[config.mk]
export PLATFORM = sky130hd
export DESIGN_NAME = be_lane_aligner
export DESIGN_NICKNAME = d
export VERILOG_FILES = /design/src/rtl/lsa_pkg.sv /design/src/rtl/lsa_agen.sv /design/src/rtl/lsa_store_steer.sv /design/src/rtl/lsa_load_merge.sv /design/src/rtl/be_lane_aligner.sv
export SDC_FILE = /design/constraint.sdc
export NUM_CORES = 1
export LEC_CHECK = 0
export BUFFER_PORTS_ARGS = -buffer_cell sky130_fd_sc_hd__buf_2
export CAP_MARGIN = 20
export CELL_PAD_IN_SITES_DETAIL_PLACEMENT = 1
export CELL_PAD_IN_SITES_GLOBAL_PLACEMENT = 2
export CORE_ASPECT_RATIO = 0.9
export CORE_MARGIN = 5
export CORE_UTILIZATION = 28
export DETAILED_ROUTE_END_ITERATION = 8
export GPL_TIMING_DRIVEN = 0
export PLACE_DENSITY = 0.77
export RECOVER_POWER = 25
export REMOVE_ABC_BUFFERS = 1
export SETUP_SLACK_MARGIN = 0.02
export SKIP_CTS_REPAIR_TIMING = 1
export SLEW_MARGIN = 20
export SYNTH_ARGS = -nofsm -noshare
export SYNTH_HDL_FRONTEND = slang
export SYNTH_SLANG_ARGS = --single-unit
[constraint.sdc]
create_clock -name clk -period 2.77 [get_ports clk]
set_input_delay 0.4155 -clock clk [delete_from_list [all_inputs] [get_ports clk]]
set_output_delay 0.4155 -clock clk [all_outputs]
set_load 0.05 [all_outputs]
[src/rtl/lsa_pkg.sv]
package lsa_pkg;

  typedef enum logic [3:0] {
    OP_IDLE   = 4'd0,
    OP_LDB_S  = 4'd1,
    OP_LDB_U  = 4'd2,
    OP_LDH_S  = 4'd3,
    OP_LDH_U  = 4'd4,
    OP_LDW    = 4'd5,
    OP_LDW_HI = 4'd6,
    OP_LDW_LO = 4'd7,
    OP_STB    = 4'd8,
    OP_STH    = 4'd9,
    OP_STW    = 4'd10,
    OP_IMM_HI = 4'd11
  } op_e;

  function automatic logic is_store(op_e op);
    return (op == OP_STB) || (op == OP_STH) || (op == OP_STW);
  endfunction

  function automatic logic writes_reg(op_e op);
    case (op)
      OP_LDB_S, OP_LDB_U, OP_LDH_S, OP_LDH_U,
      OP_LDW, OP_LDW_HI, OP_LDW_LO, OP_IMM_HI: return 1'b1;
      default: return 1'b0;
    endcase
  endfunction

endpackage

[src/rtl/lsa_agen.sv]
module lsa_agen
  import lsa_pkg::*;
#(
  parameter int ADDR_W = 32,
  parameter int IMM_W  = 16,
  parameter int OFF_W  = 2
) (
  input  op_e               op,
  input  logic [ADDR_W-1:0] base,
  input  logic [IMM_W-1:0]  imm,
  output logic [ADDR_W-1:0] ea,
  output logic              misalign
);

  assign ea = base + ADDR_W'($signed(imm));

  always_comb begin
    case (op)
      OP_LDH_S, OP_LDH_U, OP_STH: misalign = ea[0];
      OP_LDW, OP_STW:             misalign = |ea[OFF_W-1:0];
      default:                    misalign = 1'b0;
    endcase
  end

endmodule

[src/rtl/lsa_store_steer.sv]
module lsa_store_steer
  import lsa_pkg::*;
#(
  parameter int DATA_W = 32,
  parameter int OFF_W  = 2
) (
  input  op_e               op,
  input  logic [OFF_W-1:0]  off,
  input  logic [DATA_W-1:0] rt,
  input  logic              fault,
  output logic [DATA_W/8-1:0] we,
  output logic [DATA_W-1:0] wdata
);

  localparam int LANES = DATA_W / 8;

  for (genvar i = 0; i < LANES; i++) begin : g_lane
    localparam int  HI   = DATA_W - 1 - 8 * i;
    localparam bit  EVEN = (i % 2) == 0;
    logic sel_b, sel_h;

    assign sel_b = (int'(off) == i);
    assign sel_h = sel_b || (int'(off) + 1 == i);

    assign we[LANES-1-i] = !fault &&
                           (((op == OP_STB) && sel_b) ||
                            ((op == OP_STH) && sel_h) ||
                             (op == OP_STW));

    if (EVEN) begin : g_even
      assign wdata[HI -: 8] = (op == OP_STB) ? rt[7:0] :
                              (op == OP_STH) ? rt[15:8] : rt[HI -: 8];
    end else begin : g_odd
      assign wdata[HI -: 8] = (op == OP_STB || op == OP_STH) ? rt[7:0] : rt[HI -: 8];
    end
  end

endmodule

[src/rtl/lsa_load_merge.sv]
module lsa_load_merge
  import lsa_pkg::*;
#(
  parameter int DATA_W = 32,
  parameter int IMM_W  = 16,
  parameter int OFF_W  = 2
) (
  input  op_e               op,
  input  logic [OFF_W-1:0]  off,
  input  logic [DATA_W-1:0] old_val,
  input  logic [DATA_W-1:0] rdata,
  input  logic [IMM_W-1:0]  imm,
  output logic [DATA_W-1:0] result
);

  localparam int LANES = DATA_W / 8;
  localparam logic [OFF_W-1:0] TOP_OFF = OFF_W'(LANES - 1);

  logic [DATA_W-1:0] up_sh, dn_sh, merge_hi, merge_lo, imm_hi;
  logic [7:0]        pick_b;
  logic [15:0]       pick_h;

  assign up_sh  = rdata << {off, 3'b000};
  assign dn_sh  = rdata >> {TOP_OFF - off, 3'b000};
  assign pick_b = up_sh[DATA_W-1 -: 8];
  assign pick_h = up_sh[DATA_W-1 -: 16];
  assign imm_hi = {imm, {(DATA_W-IMM_W){1'b0}}};

  for (genvar i = 0; i < LANES; i++) begin : g_lane
    localparam int HI = DATA_W - 1 - 8 * i;
    assign merge_hi[HI -: 8] = (int'(off) + i < LANES) ? up_sh[HI -: 8] : old_val[HI -: 8];
    assign merge_lo[HI -: 8] = (i >= LANES - 1 - int'(off)) ? dn_sh[HI -: 8] : old_val[HI -: 8];
  end

  always_comb begin
    case (op)
      OP_LDB_S:  result = DATA_W'($signed(pick_b));
      OP_LDB_U:  result = DATA_W'(pick_b);
      OP_LDH_S:  result = DATA_W'($signed(pick_h));
      OP_LDH_U:  result = DATA_W'(pick_h);
      OP_LDW:    result = rdata;
      OP_LDW_HI: result = merge_hi;
      OP_LDW_LO: result = merge_lo;
      OP_IMM_HI: result = imm_hi;
      default:   result = '0;
    endcase
  end

endmodule

[src/rtl/be_lane_aligner.sv]
module be_lane_aligner
  import lsa_pkg::*;
#(
  parameter int DATA_W = 32,
  parameter int ADDR_W = 32,
  parameter int IMM_W  = 16
) (
  input  logic                                  clk,
  input  logic                                  rst,
  input  logic [3:0]                            req_op,
  input  logic [ADDR_W-1:0]                     req_base,
  input  logic [IMM_W-1:0]                      req_imm,
  input  logic [DATA_W-1:0]                     req_rt,
  input  logic [DATA_W-1:0]                     req_old,
  output logic [ADDR_W-$clog2(DATA_W/8)-1:0]    mem_addr,
  output logic [DATA_W/8-1:0]                   mem_we,
  output logic [DATA_W-1:0]                     mem_wdata,
  input  logic [DATA_W-1:0]                     mem_rdata,
  output logic [DATA_W-1:0]                     res_data,
  output logic                                  res_wb,
  output logic                                  res_fault
);

  localparam int LANES = DATA_W / 8;
  localparam int OFF_W = $clog2(LANES);

  op_e               in_op;
  logic [ADDR_W-1:0] ea;
  logic              misalign;
  logic [LANES-1:0]  st_we;
  logic [DATA_W-1:0] st_data;

  assign in_op = op_e'(req_op);

  lsa_agen #(.ADDR_W(ADDR_W), .IMM_W(IMM_W), .OFF_W(OFF_W)) u_agen (
    .op(in_op), .base(req_base), .imm(req_imm), .ea(ea), .misalign(misalign)
  );

  lsa_store_steer #(.DATA_W(DATA_W), .OFF_W(OFF_W)) u_steer (
    .op(in_op), .off(ea[OFF_W-1:0]), .rt(req_rt), .fault(misalign),
    .we(st_we), .wdata(st_data)
  );

  // Stage 1: request registered alongside the memory command
  op_e               s1_op;
  logic [OFF_W-1:0]  s1_off;
  logic [DATA_W-1:0] s1_old;
  logic [IMM_W-1:0]  s1_imm;
  logic              s1_fault;

  always_ff @(posedge clk) begin
    if (rst) begin
      s1_op     <= OP_IDLE;
      s1_off    <= '0;
      s1_old    <= '0;
      s1_imm    <= '0;
      s1_fault  <= 1'b0;
      mem_addr  <= '0;
      mem_we    <= '0;
      mem_wdata <= '0;
    end else begin
      s1_op     <= in_op;
      s1_off    <= ea[OFF_W-1:0];
      s1_old    <= req_old;
      s1_imm    <= req_imm;
      s1_fault  <= misalign;
      mem_addr  <= ea[ADDR_W-1:OFF_W];
      mem_we    <= st_we;
      mem_wdata <= st_data;
    end
  end

  // Stage 2: waits for the registered memory read
  op_e               s2_op;
  logic [OFF_W-1:0]  s2_off;
  logic [DATA_W-1:0] s2_old;
  logic [IMM_W-1:0]  s2_imm;
  logic              s2_fault;

  always_ff @(posedge clk) begin
    if (rst) begin
      s2_op    <= OP_IDLE;
      s2_off   <= '0;
      s2_old   <= '0;
      s2_imm   <= '0;
      s2_fault <= 1'b0;
    end else begin
      s2_op    <= s1_op;
      s2_off   <= s1_off;
      s2_old   <= s1_old;
      s2_imm   <= s1_imm;
      s2_fault <= s1_fault;
    end
  end

  logic [DATA_W-1:0] ld_val;

  lsa_load_merge #(.DATA_W(DATA_W), .IMM_W(IMM_W), .OFF_W(OFF_W)) u_merge (
    .op(s2_op), .off(s2_off), .old_val(s2_old), .rdata(mem_rdata),
    .imm(s2_imm), .result(ld_val)
  );

  always_ff @(posedge clk) begin
    if (rst) begin
      res_data  <= '0;
      res_wb    <= 1'b0;
      res_fault <= 1'b0;
    end else begin
      res_data  <= s2_fault ? '0 : ld_val;
      res_wb    <= writes_reg(s2_op) && !s2_fault;
      res_fault <= s2_fault;
    end
  end

  AST_FAULT_NO_WB: assert property (@(posedge clk) disable iff (rst) res_fault |-> !res_wb);
  AST_WE_SHAPE: assert property (@(posedge clk) disable iff (rst)
    ($countones(mem_we) == 0) || ($countones(mem_we) == 1) ||
    ($countones(mem_we) == 2) || ($countones(mem_we) == LANES));
  AST_STORE_NO_WB: assert property (@(posedge clk) disable iff (rst) is_store(s2_op) |=> !res_wb);
  AST_MERGE_NO_FAULT: assert property (@(posedge clk) disable iff (rst)
    (s2_op == OP_LDW_HI || s2_op == OP_LDW_LO) |=> !res_fault);
  AST_IMM_LOW_CLEAR: assert property (@(posedge clk) disable iff (rst)
    (s2_op == OP_IMM_HI) |=> (res_wb && res_data[DATA_W-IMM_W-1:0] == '0));
  AST_IDLE_QUIET: assert property (@(posedge clk) disable iff (rst)
    (req_op == 4'd0) |=> (mem_we == '0));

endmodule

==> flow_metrics.py, run 1 <==
metrics = {
    "sta": {
        "fin_crit_ns": 2.70,
        "rsz0062_at_grt": "false",
        "clock_skew_ns": 0.0108,
        "tightest_slew_ns": 1.35,
        "fin_ws_ns": 0.0692,
        "post-route-period-util_pct": 97.5,
        "drv_slew": 0,
        "slew_headroom_pct": 9.90,
        "hold_viol_final": 0,
        "fmax_mhz": 370,
        "setup_viol": 0,
    },
    "critical_path": {
        "worstSetupStartpointType": "flip-flop",
        "cp.required_ns": 3.22,
        "reg2reg_setup_slack_ns": 0.07,
        "cp.arrival_ns": 3.15,
        "path_class": "reg -> reg",
        "rr_worst_depth": 5,
        "end_kind": "flip-flop",
        "path_max_fanout": 32,
    },
    "power_and_ir_drop": {
        "ir_worst_vdd_v": 0.000445,
        "comb_power_share_pct": 18.2,
        "intPower_uw": 5950,
        "pwr-share-clk_pct": 42.7,
        "power_frac_seq_pct": 39.1,
        "p_per_area_mw_per_mm2": 693,
        "switching_share_pct": 29.2,
        "p_sw_uw": 2460,
        "total_power_uw": 8400,
        "p_leak_uw": 0.00516,
    },
    "logic_synthesis": {
        "synth_top_family_by_area": "simple AND/OR/NAND/NOR gates",
        "synth_compound_area_share_pct": 18.9,
        "synth.distinct_cells": 67,
        "ys_ff_latch": 211,
        "synth-main-ff-cell": "dfxtp_1",
        "synth_warnings": 0,
        "yosys.area_share.adder_pct": 4.80,
        "avgSynthCellArea_um2": 8.98,
        "synthXorXnorAreaFrac_pct": 1.65,
        "netlist_instances": 1062,
        "synth-async-reset-ratio_pct": 0,
        "synth-simple-area-share_pct": 20.8,
        "synthMuxAreaShare_pct": 6.18,
        "synth_edf_count": 0,
        "netlist_area_mm2": 0.00954,
        "yosysSeqAreaShare_pct": 44.3,
    },
    "floorplan": {
        "rows": 64,
        "io_pins": 250,
        "die_h_um": 185,
        "dieArea_mm2": 0.0379,
        "die_w_um": 205,
        "initial_utilization_pct": 28.2,
        "core_mm2": 0.0338,
    },
    "clock_tree": {
        "clock_latency_ns": 0.55,
        "cts_max_level": 1,
        "cts_buffers": 26,
        "cts.clk_slew.worst_paths_ns": 0.06,
        "tritoncts": "done",
        "cts_num_sinks": 211,
        "root_buffer": "clkbuf_16",
        "cts.path.max_buffers": 3,
    },
    "placed_design": {
        "hpwl_um": 24300,
        "gp_congestion": 0.811,
        "preCtsSetupSlack_ns": -0.503,
        "dpl.cell_count": 1706,
        "port-buffer-count": 249,
    },
    "route": {
        "final_antenna_net_count": 0,
        "drt-wirelength-per-cell_um": 19.0,
        "drc": 0,
        "vias": 8734,
        "viasPerCell": 4.97,
        "drt_iter0_markers": 407,
        "drt-total-wl_um": 33400,
        "dr.pass1.iters": 5,
    },
    "grt": {
        "grt_overflow": 0,
        "antenna_found_initial": 7,
        "grt_pass1_wl_um": 51000,
        "grt_max_degree": 116,
        "grt_pass1_vias": 8984,
        "grt_usage_pct": 16.9,
    },
    "min_path": {
        "min-delay-path-class": "in -> reg",
        "hold_depth": 2,
    },
    "cells_and_area": {
        "area_growth_pct": 27.1,
        "instances_no_fill": 1756,
        "num-fill-cells": 4017,
        "drive_gt1_share_pct": 25.9,
        "fin_util_pct": 35.9,
        "n_antenna_cell": 0,
        "layout.nets": 1461,
    },
    "run": {
        "cap_violations": 0,
    },
    "status": {
        "status": "complete, no violations",
    },
}
## final timing paths
path / start / endpoint
setup / recovery: s2_off[1] / res_data[31]
hold / removal: req_old[9] / s1_old[9]
setup reg to reg: s2_off[1] / res_data[31]
hold reg to reg: s1_old[15] / s2_old[15]
## power groups by stage
stage / sequential (uW) / combinational, uW / clock (uW)
floorplan: 3700 / 643 / 0
global placement: 3370 / 1500 / 0
detailed placement: 3350 / 1530 / 0
CTS: 3290 / 1540 / 3730
global route: 3300 / 1660 / 3850
finish: 3290 / 1530 / 3590
## cell usage in the layout (no fill, tap or decap), drive strengths merged, types with 9 or more instances in the layout
cell and n:
a221oi 11, clkbuf 35, nor3 9, a31oi 30
inv 9, buf 256, a222oi 15, mux2 15
mux2i 42, nand2 91, nor2b 128, o211ai 14
a21o 14, and3 17, ha 35, a21oi 67
nor2 102, dfxtp 211, a211oi 16, xnor2 11
o21ai 45
## logic make-up (layout without fill, tap and decap cells)
logic type,after synthesis,after routing
compound gates,265,265
flops,211,211
mux,57,57
simple gates,394,394
fa+ha+maj,36,36
buf+inv,81,313
xor+xnor,18,18
## metrics by stage
step / hold slack, ns / cell area [um2] / setup TNS [ns]
floorplan: 0.403 / 9250 / -1.22
global placement: 0.419 / 11100 / -177.48
detailed placement: 0.424 / 11200 / -7.60
CTS: 0.0437 / 12100 / -5.30
global route: 0.0595 / 12100 / 0
finish: 0.0817 / 12100 / 0
## routing by layer
layer / wire length [um] / vias to the layer above / global-route usage [%] / part of all wire (%)
met1: 15000 / 4232 / 22.4 / 45
met4: 639 / 14 / 3.67 / 1.9
met2: 15200 / 243 / 27.8 / 46
li1: - / 4186 / - / -
met5: 90 / - / 0 / 0.27
met3: 2460 / 59 / 4.83 / 7.4
## registers in the layout (all words and copies together) (netlist names), 2 cells and up, named ones only
register / cells
mem_wdata: 32
res_data: 32
s1_old: 32
s2_old: 32
mem_addr: 30
s1_imm: 16
s2_imm: 16
mem_we: 4
s1_op: 4
s2_op: 4
s1_off: 2
s2_off: 2
## cell usage after synthesis (3+ instances only)
master | number | share of area, %
nor2_1 | 102 | 4.0
a22oi_1 | 8 | 0.63
nand3b_1 | 3 | 0.24
o21bai_1 | 4 | 0.31
buf_1 | 7 | 0.28
a222oi_1 | 15 | 1.6
ha_1 | 35 | 4.6
inv_1 | 9 | 0.35
mux2_1 | 4 | 0.47
xnor2_1 | 11 | 1.0
or3_1 | 5 | 0.33
nand3_1 | 8 | 0.42
xor2_1 | 7 | 0.64
mux2_2 | 11 | 1.3
nor3_1 | 9 | 0.47
nand4_1 | 8 | 0.52
a31oi_1 | 28 | 1.8
nand2b_1 | 7 | 0.46
and3_1 | 17 | 1.1
o22ai_1 | 8 | 0.52
a211oi_1 | 16 | 1.3
o221ai_1 | 3 | 0.28
nor2b_1 | 128 | 8.4
a221oi_1 | 10 | 0.92
mux2i_1 | 42 | 4.4
nand2_1 | 91 | 3.6
a21boi_0 | 4 | 0.31
o21a_1 | 8 | 0.63
dfxtp_1 | 211 | 44
o211ai_1 | 13 | 1.0
a21o_1 | 14 | 1.1
clkbuf_1 | 53 | 2.1
o21ai_0 | 43 | 2.3
nor3b_1 | 4 | 0.31
a21oi_1 | 66 | 3.5
or2_2 | 4 | 0.26
buf_2 | 11 | 0.58
## worst max-delay path, cell delays in order (launching register included)
cell	delay (ns)
dfxtp_2	0.75
buf_16	0.25
nand2_1	0.07
a21oi_1	0.84
a222oi_1	0.38
a31oi_1	0.30
## layout make-up
class                      instances  area, um2  share of cell area (%)
tap                              462        578                    4.77
timing repair buffer             257       1360                    11.2
inverter                           9       33.8                   0.279
clock inverter                    13        179                    1.48
multi-input combinational        770       5010                    41.4
sequential                       211       4230                    34.9
clock buffer                      34        731                    6.03
Note: power is estimated with default switching activity, not from simulation.
==> inputs of run 2 (changes only) <==
--- a/config.mk
+++ b/config.mk
@@ -16,7 +16,6 @@
 export GPL_TIMING_DRIVEN = 0
 export PLACE_DENSITY = 0.77
 export RECOVER_POWER = 25
-export REMOVE_ABC_BUFFERS = 1
 export SETUP_SLACK_MARGIN = 0.02
 export SKIP_CTS_REPAIR_TIMING = 1
 export SLEW_MARGIN = 20
==> flow_metrics.py, run 2 (same netlist as run 1, synthesis figures left out) <==
metrics = {
    "sta": {
        "hold_viol_final": 0,
        "drv_slew": 0,
        "slew_headroom_pct": 51.6,
        "fin_ws_ns": 0.0512,
        "tightest_slew_ns": 0.726,
        "rsz0062_at_grt": "false",
        "hold_slack_ns": 0.0829,
        "fmax_mhz": 368,
        "post-route-period-util_pct": 98.2,
        "fin_crit_ns": 2.72,
        "clock_skew_ns": 0.0107,
        "setup_viol": 0,
    },
    "clock_tree": {
        "cts.path.max_buffers": 3,
        "cts_buffers": 24,
        "clock_latency_ns": 0.54,
        "root_buffer": "clkbuf_16",
        "cts_max_level": 1,
        "cts_num_sinks": 211,
        "tritoncts": "done",
        "cts.clk_slew.worst_paths_ns": 0.06,
    },
    "placed_design": {
        "port-buffer-count": 247,
        "dpl.cell_count": 1771,
        "gp_congestion": 0.876,
        "preCtsSetupSlack_ns": -0.453,
        "hpwl_um": 29100,
    },
    "cells_and_area": {
        "multiInputGateArea_mm2": 0.00499,
        "instances_no_fill": 1818,
        "layout.nets": 1521,
        "area_growth_pct": 27.0,
        "num-fill-cells": 4073,
        "layout_commonest_cell": "dfxtp_1",
        "final_cell_mix": "dfxtp_1, buf_2, nor2b_1",
        "drive_gt1_share_pct": 19.1,
        "register_area_mm2": 0.00422,
    },
    "route": {
        "final_antenna_net_count": 0,
        "drt-wirelength-per-cell_um": 20.0,
        "dr.pass1.iters": 8,
        "drc": 0,
        "drt-total-wl_um": 36300,
        "drt_iter0_markers": 433,
        "vias": 8844,
        "viasPerCell": 4.86,
    },
    "critical_path": {
        "startpoint": "s2_off[0]",
        "crit_top_cell": "buf_2",
        "cp_cell_sequence": "buf_4, buf_2, buf_2, mux2i_1, a21oi_1, a222oi_1, a31oi_1",
        "r2r_start": "s2_off[0]",
        "worstSetupStartpointType": "flip-flop",
        "reg2reg_setup_slack_ns": 0.05,
        "endpoint": "res_data[30]",
        "end_kind": "flip-flop",
        "path_class": "reg -> reg",
        "slowest_stage": "a222oi_1",
        "slowest_delay_ns": 0.62,
        "rr_worst_depth": 7,
        "cp.required_ns": 3.14,
        "r2r-end": "res_data[30]",
        "path_max_fanout": 10,
        "cp.arrival_ns": 3.09,
    },
    "min_path": {
        "min-delay-path-class": "in -> reg",
        "hold_depth": 2,
    },
    "power_and_ir_drop": {
        "p_per_area_mw_per_mm2": 674,
        "ir_worst_vdd_v": 0.000378,
        "p_leak_uw": 0.00494,
    },
    "floorplan": {
        "dieArea_mm2": 0.0379,
        "core_mm2": 0.0338,
        "initial_utilization_pct": 28.2,
        "die_w_um": 205,
        "rows": 64,
        "io_pins": 250,
        "die_h_um": 185,
    },
    "status": {
        "status": "complete, no violations",
    },
    "logic_synthesis": {
        "syn_nets": 1248,
    },
    "grt": {
        "grt_max_degree": 19,
        "grt_pass1_wl_um": 54700,
        "grt_pass1_vias": 9347,
        "antenna_found_initial": 5,
        "grt_usage_pct": 18.4,
        "grt_overflow": 0,
    },
    "run": {
        "cap_violations": 0,
    },
}
run 2: cell count changes in the layout (fill, tap and decap cells not counted), sizes merged:
cell	delta
clkdlybuf4s15	+1
bufinv	-1
clkbuf	+115
clkinv	+1
buf	-59
diode	+3
inv	+3
clkinvlp	-1
run 2: critical path, delay by kind of cell, from the launching register on:
family	cells	cell delay, ns
AOI/OAI and AO/OA	3	1.07
muxes	1	0.31
DFF	1	0.31
buffers and inverters	3	0.84
run 2: routing by layer:
metal	wire [um]	vias to the layer above	GRT usage, %
li1	-	4307	-
met5	27	-	0
met2	18000	227	32.7
met3	1910	48	3.57
met4	812	4	4.61
met1	15500	4258	23.2
run 2: worst min-delay path by stage:
stage,startpoint,to
2_1_floorplan,s2_fault,res_wb
3_3_place_gp,s1_old[27],s2_old[27]
3_5_place_dp,s1_old[26],s2_old[26]
6_report,req_old[21],s1_old[21]
5_1_grt,req_old[22],s1_old[22]
4_1_cts,req_old[21],s1_old[21]
run 2: final cells by class:
class                      count  area share, %
clock inverter                15           1.49
tap                          462           4.77
buffer                        72           2.45
sequential                   211           34.9
multi-input combinational    770           41.2
timing repair buffer         247           9.49
inverter                       9          0.279
clock buffer                  29           5.36
antenna                        3         0.0620
run 2: power breakdown:
group	switching [uW]	total [uW]	internal, uW
Sequential	56.6	3270	3210
Combinational	1080	1570	489
Clock	1360	3330	1970
Total	2490	8160	5670
run 2: metrics by stage:
stage / total power, uW / instance area (um2) / util (%) / setup TNS [ns]
3_5_place_dp: 4930 / 11400 / 33.6 / -8.60
3_3_place_gp: 4910 / 11400 / 33.6 / -7.63
2_1_floorplan: 4390 / 9540 / - / 0
6_report: 8160 / 12100 / 35.8 / 0
5_1_grt: 8530 / 12100 / 35.8 / 0
4_1_cts: 8300 / 12200 / 36.0 / 0
